--- src/rtl/bankreg_pkg.sv ---
// Shared types for the banked register file.
// Assumes the 5-bit mode codes listed in the brief; unknown codes fold to User.
package bankreg_pkg;

    typedef enum logic [2:0] {
        BK_USR = 3'd0,
        BK_FIQ = 3'd1,
        BK_IRQ = 3'd2,
        BK_SVC = 3'd3,
        BK_ABT = 3'd4,
        BK_UND = 3'd5
    } bank_t;

    localparam int ARCH_REGS    = 16;
    localparam int FIQ_PRIV     = 7;  // r8..r14
    localparam int PAIR_BANKS   = 4;  // IRQ, SVC, ABT, UND
    localparam int SAVED_SLOTS  = 5;  // one per exception mode
    localparam int FIQ_BASE     = ARCH_REGS;
    localparam int PAIR_BASE    = FIQ_BASE + FIQ_PRIV;
    localparam int TOTAL_PHYS   = PAIR_BASE + 2 * PAIR_BANKS;

    // Fold a 5-bit mode code onto its register bank (System shares User).
    function automatic bank_t mode_to_bank(input logic [4:0] code);
        case (code)
            5'b10001: return BK_FIQ;
            5'b10010: return BK_IRQ;
            5'b10011: return BK_SVC;
            5'b10111: return BK_ABT;
            5'b11011: return BK_UND;
            default:  return BK_USR;
        endcase
    endfunction

endpackage

--- src/rtl/bankreg_map.sv ---
// Translates an architectural register index and a bank into a physical
// storage index. Purely combinational; assumes bank is already decoded.
module bankreg_map
    import bankreg_pkg::*;
#(
    parameter int PHYS_W = 5
) (
    input  logic [3:0]        idx,
    input  bank_t             bank,
    output logic [PHYS_W-1:0] phys
);

    // Select the private copy when the bank owns the requested index.
    always_comb begin
        phys = PHYS_W'(idx);
        if (idx >= 4'd8 && idx <= 4'd14) begin
            if (bank == BK_FIQ) begin
                phys = PHYS_W'(FIQ_BASE + int'(idx) - 8);
            end else if (idx >= 4'd13 && bank != BK_USR) begin
                phys = PHYS_W'(PAIR_BASE + 2 * (int'(bank) - int'(BK_IRQ)) + int'(idx) - 13);
            end
        end
    end

endmodule

--- src/rtl/bankreg_saved.sv ---
// Saved-status words, one per exception bank. The side port has priority
// over the current-mode write. Assumes User bank owns no slot.
module bankreg_saved
    import bankreg_pkg::*;
#(
    parameter int DATA_W = 32
) (
    input  logic              clk,
    input  logic              rst_n,
    input  bank_t             cur_bank,
    input  logic [DATA_W-1:0] cur_status,
    input  logic              wr_en,
    input  logic [DATA_W-1:0] wr_data,
    input  logic              exc_en,
    input  bank_t             exc_bank,
    input  logic [DATA_W-1:0] exc_data,
    output logic [DATA_W-1:0] rd_data
);

    logic [DATA_W-1:0] slot_q [SAVED_SLOTS];

    for (genvar s = 0; s < SAVED_SLOTS; s++) begin : g_slot
        localparam bank_t OWN = bank_t'(s + 1);
        // Update one slot: side port first, then current-mode write.
        always_ff @(posedge clk) begin
            if (!rst_n) begin
                slot_q[s] <= '0;
            end else if (exc_en && exc_bank == OWN) begin
                slot_q[s] <= exc_data;
            end else if (wr_en && cur_bank == OWN) begin
                slot_q[s] <= wr_data;
            end
        end
    end

    // Current bank's slot, or the live status when the bank has none.
    always_comb begin
        rd_data = cur_status;
        for (int s = 0; s < SAVED_SLOTS; s++) begin
            if (cur_bank == bank_t'(s + 1)) rd_data = slot_q[s];
        end
    end

endmodule

--- src/rtl/bankreg_file.sv ---
// Top of the mode-banked register file: two combinational read ports,
// one write port, and a side port for exception entry that writes r14 and
// the saved status of a named mode. Reads see pre-edge contents.
module bankreg_file
    import bankreg_pkg::*;
#(
    parameter int DATA_W = 32
) (
    input  logic              clk,
    input  logic              rst_n,
    input  logic [4:0]        mode,
    input  logic [3:0]        rd_a_idx,
    output logic [DATA_W-1:0] rd_a_data,
    input  logic [3:0]        rd_b_idx,
    output logic [DATA_W-1:0] rd_b_data,
    input  logic              wr_en,
    input  logic [3:0]        wr_idx,
    input  logic [DATA_W-1:0] wr_data,
    input  logic [DATA_W-1:0] cur_status,
    output logic [DATA_W-1:0] spsr_rd_data,
    input  logic              spsr_wr_en,
    input  logic [DATA_W-1:0] spsr_wr_data,
    input  logic              exc_wr_en,
    input  logic [4:0]        exc_mode,
    input  logic [DATA_W-1:0] exc_lr_data,
    input  logic [DATA_W-1:0] exc_spsr_data
);

    localparam int PHYS_W = $clog2(TOTAL_PHYS);

    bank_t cur_bank, exc_bank;
    logic [PHYS_W-1:0] a_phys, b_phys, w_phys, e_phys;
    logic [DATA_W-1:0] store_q [TOTAL_PHYS];

    // Decode both mode codes to banks.
    always_comb begin
        cur_bank = mode_to_bank(mode);
        exc_bank = mode_to_bank(exc_mode);
    end

    bankreg_map #(.PHYS_W(PHYS_W)) map_a_i (.idx(rd_a_idx), .bank(cur_bank), .phys(a_phys));
    bankreg_map #(.PHYS_W(PHYS_W)) map_b_i (.idx(rd_b_idx), .bank(cur_bank), .phys(b_phys));
    bankreg_map #(.PHYS_W(PHYS_W)) map_w_i (.idx(wr_idx),   .bank(cur_bank), .phys(w_phys));
    bankreg_map #(.PHYS_W(PHYS_W)) map_e_i (.idx(4'd14),    .bank(exc_bank), .phys(e_phys));

    for (genvar p = 0; p < TOTAL_PHYS; p++) begin : g_word
        // Update one physical word: side-port link write wins over ordinary write.
        always_ff @(posedge clk) begin
            if (!rst_n) begin
                store_q[p] <= '0;
            end else if (exc_wr_en && e_phys == PHYS_W'(p)) begin
                store_q[p] <= exc_lr_data;
            end else if (wr_en && w_phys == PHYS_W'(p)) begin
                store_q[p] <= wr_data;
            end
        end
    end

    // Combinational read ports.
    always_comb begin
        rd_a_data = store_q[a_phys];
        rd_b_data = store_q[b_phys];
    end

    bankreg_saved #(.DATA_W(DATA_W)) saved_i (
        .clk        (clk),
        .rst_n      (rst_n),
        .cur_bank   (cur_bank),
        .cur_status (cur_status),
        .wr_en      (spsr_wr_en),
        .wr_data    (spsr_wr_data),
        .exc_en     (exc_wr_en),
        .exc_bank   (exc_bank),
        .exc_data   (exc_spsr_data),
        .rd_data    (spsr_rd_data)
    );

endmodule

--- config.mk ---
export PLATFORM = sky130hd
export DESIGN_NAME = bankreg_file
export DESIGN_NICKNAME = d
export VERILOG_FILES = /design/src/rtl/bankreg_pkg.sv /design/src/rtl/bankreg_map.sv /design/src/rtl/bankreg_saved.sv /design/src/rtl/bankreg_file.sv
export SDC_FILE = /design/constraint.sdc
export NUM_CORES = 2
export LEC_CHECK = 0
export BUFFER_PORTS_ARGS = -buffer_cell sky130_fd_sc_hd__buf_2
export CAP_MARGIN = 30
export CORE_MARGIN = 1.5
export CORE_UTILIZATION = 35
export DETAILED_ROUTE_END_ITERATION = 8
export MAX_ROUTING_LAYER = met4
export PLACE_DENSITY = 0.61
export RECOVER_POWER = 50
export REMOVE_ABC_BUFFERS = 1
export SLEW_MARGIN = 0
export SYNTH_ARGS = -nofsm -noshare
export SYNTH_HDL_FRONTEND = slang
export SYNTH_SLANG_ARGS = --single-unit
--- constraint.sdc ---
create_clock -name clk -period 7.2 [get_ports clk]
set_input_delay 1.44 -clock clk [delete_from_list [all_inputs] [get_ports clk]]
set_output_delay 1.44 -clock clk [all_outputs]
set_load 0.01 [all_outputs]
==> impl_results.md <==
* Leakage power at 27.3 nW
* Period utilization at 99.6%
* Share of cells above drive strength 1 at 15.1%
* Syn Area/Cell at 10.7 um2
* Final wirelength at 295000 um
* Placed Area at 0.0704 mm2
* Worst vdd ir at 0.000217 V
* Post-route cell area at 0.0745 mm2
* Post-synth top cells: edfxtp_1 (1152), nand2_1 (988), and2_1 (808)
* Yosys cell types at 79
* Die Y at 431 um
* Final hold viol count at 0
* CTS root buf: clkbuf_16
* Ordered list of cells on the worst path: buf_2 > and3b_1 > nand2_1 > ha_1 > inv_1 > ha_1 > inv_1 > ha_1 > fa_1 > or3_1 > a31o_2 > buf_4 > a21oi_1 > a221oi_1 > o22ai_1 > buf_2
* Synth Instances at 6031
* Combinational fraction of design power at 16.3%
* Max_slew headroom at -137%
* Initial Util at 35.2%
* Int Power at 12.2 mW
* DR iter-0 viols at 10300
* Crit-path max FO at 13
* Vias per std cell at 6.59
* Clk pwr share at 37.3%
* Core area at 0.183 mm2
* Top FF cell, synth: edfxtp_1
* Postcts setup bufs at 0
* H-tree depth at 4
* Area share of the largest cell type after synthesis at 53.9%
* Async set or reset register ratio after synthesis at 0%
* Outcome: finished with violations
* Worst EP required at 5.76 ns
* Setup-violating endpoint count in the final report at 0
* Tmin final at 7.17 ns
* Worst-Margin Slew at 3.56 ns
* Setup crit end kind: primary output
* PortBufs at 282
* Nets at 6339
* GP Congestion at 0.986
* Worst EP arrival at 5.73 ns
* HPWL Detailed at 173000 um
* Final Max Tran Viols at 251
* Max incr delay on CP at 0.53 ns
* Die Wd at 431 um
* First-pass GRT wire length at 405000 um
* Failing checks: capacitance limit, slew limit
* Synth warn at 0
* CTS Hold Bufs at 0
* Flop pwr share at 46.4%
* CTS buffer count at 130
* Ports at 283
* Vias in the first global route at 52700
* Die area at 0.186 mm2
* Yosys reg bits at 1152
* MaxCap Viol Count at 7
* Largest net degree at the start of global routing at 113
* Top cells by area, synth: edfxtp_1 (54%), and2_1 (7.9%), nand2_1 (5.8%)
* Most used cell, CP: ha_1
* Num rows at 157
* P_sw at 5.04 mW
* Fillers at 17200
* Area growth syn-to-layout at 16.0%
* Most common cell in the netlist: edfxtp_1
* WS Path Type: input port to primary output
* Hold depth at 2
* Clock sinks at 1152
* Synth area leader: edfxtp_1
* Routed Antenna Nets at 0
* Switching share of power at 29.3%
* Clock buffer depth at 3
* Vias at 57000
* Post-synth EDFFs at 1152
* HP Start: spsr_wr_data[28]
* Sequential share of the synthesized area at 53.9%
* Slowest-stage cell, CP: fa_1
* Avg WL per Cell at 34.1 um
* DRT Pass-1 Iters at 7
* Clock-pin slew on the worst setup and hold paths at 0.06 ns
* CTS tree: done
* Hold worst-path end: saved_i.slot_q[2][28]$_DFFE_PP_
* Grt ovf at 0
* Critical path launch point type: input port
* Pwr dens at 231 mW/mm2
* GRT Util Overall at 31.4%
* Sum of negative setup slack at 0 ns
* Initial antenna violation count at 66
* Max frequency at 139 MHz
* Hold Path Class: input port to flop
* Mapped cell area at 0.0642 mm2
* Post-route DRC at 0
-- flip-flops by register name, summed over array words and instances, names as in the netlist --
register,flops
saved_i.slot_q,160
store_q,992
-- what timing repair did --
item | 4_1_cts | 5_1_grt
pin swaps | 0 | 1
endpoints found under the setup margin | 1 | 26
resized for setup | 1 | 8
-- layout by cell type (no fill, tap or decap), drive strengths merged, types with 19 or more instances in the layout --
master   synthesis  routed
mux2i          366     366
o221ai          62      62
nor2           174     174
o2111ai         27      27
a31oi           75      75
diode            0      49
a32oi           61      61
o32ai           28      28
a21oi          321     321
a21boi          30      30
nand3          105     105
a211oi          96      96
a221oi         145     145
o21ai           62      62
nor3            71      71
a22o           353     353
buf             88     600
clkbuf         552     165
o22ai           64      64
nand2          988     988
and3            70      70
ha              19      19
a311oi          63      63
mux2            31      31
inv             21      29
clkinv           1      51
o31ai           38      38
a22oi           33      33
edfxtp        1152    1152
and2           808     808
-- critical path: cells and delay by family --
family                     cells  cell delay [ns]
AOI/OAI and AO/OA              4             1.28
adders and majority gates      4             1.33
buffers and inverters          5             0.83
and+or+nand+nor                3             0.83
-- logic make-up after synthesis --
| kind of cell | count (synthesis) | share of synthesized area [%] |
|---|---|---|
| xor+xnor | 10 | 0.160 |
| mux | 404 | 6.49 |
| flops | 1152 | 53.9 |
| buf+inv | 662 | 4.07 |
| compound gates | 1522 | 17.7 |
| fa+ha+maj | 22 | 0.464 |
| simple gates | 2259 | 17.3 |
-- final cells by class --
cell class,instances,area [um2],area share [%]
clock inverter,63,470,0.631
inverter,22,83.8,0.113
sequential,1152,34600,46.4
timing repair buffer,607,4920,6.61
multi-input combinational,4217,27900,37.4
tap,2385,2980,4.01
antenna,49,123,0.165
clock buffer,158,3440,4.62
-- per-stage QoR --
| stage | util, % | setup WS (ns) | std cells | hold WS, ns | power (mW) |
|---|---|---|---|---|---|
| floorplan | - | -6.57 | 5391 | 1.64 | 9.37 |
| global placement | 38.4 | 0.0544 | 8375 | 1.79 | 10.8 |
| detailed placement | 38.6 | 0.0154 | 8383 | 1.79 | 10.8 |
| CTS | 40.7 | 0.000526 | 8604 | 0.945 | 17.1 |
| global route | 40.8 | -0.00179 | 8646 | 0.991 | 17.5 |
| finish | 40.8 | 0.0300 | 8653 | 0.985 | 17.2 |
-- layer usage --
layer | track usage [%] | routed length, um | vias to the layer above
met5 | - | 0 | -
met4 | 18.8 | 20200 | 0
met2 | 45.2 | 126000 | 5261
met1 | 38.9 | 105000 | 27800
li1 | - | - | 22800
met3 | 9.30 | 43400 | 1124
-- how the worst max path moves through the flow --
| stage | startpoint | endpoint | slack [ns] | depth (start not counted) |
|---|---|---|---|---|
| after floorplan | mode[2] | rd_a_data[0] | -6.57 | 13 |
| after global placement | mode[2] | rd_a_data[17] | 0.05 | 17 |
| after detailed placement | mode[3] | rd_a_data[17] | 0.02 | 16 |
| after CTS | mode[3] | rd_b_data[0] | 0.0005 | 17 |
| after global routing | mode[2] | rd_b_data[28] | -0.002 | 16 |
| final | mode[2] | rd_b_data[16] | 0.03 | 16 |
-- power by group through the flow --
stage | sequential, mW | combinational [mW] | clock, mW
2_1_floorplan | 8.07 | 1.30 | 0
3_5_place_dp | 8.11 | 2.68 | 0
3_3_place_gp | 8.10 | 2.66 | 0
6_report | 7.99 | 2.81 | 6.43
4_1_cts | 7.98 | 2.68 | 6.42
5_1_grt | 8.02 | 2.85 | 6.65
Power figures use the tool's default switching activity.
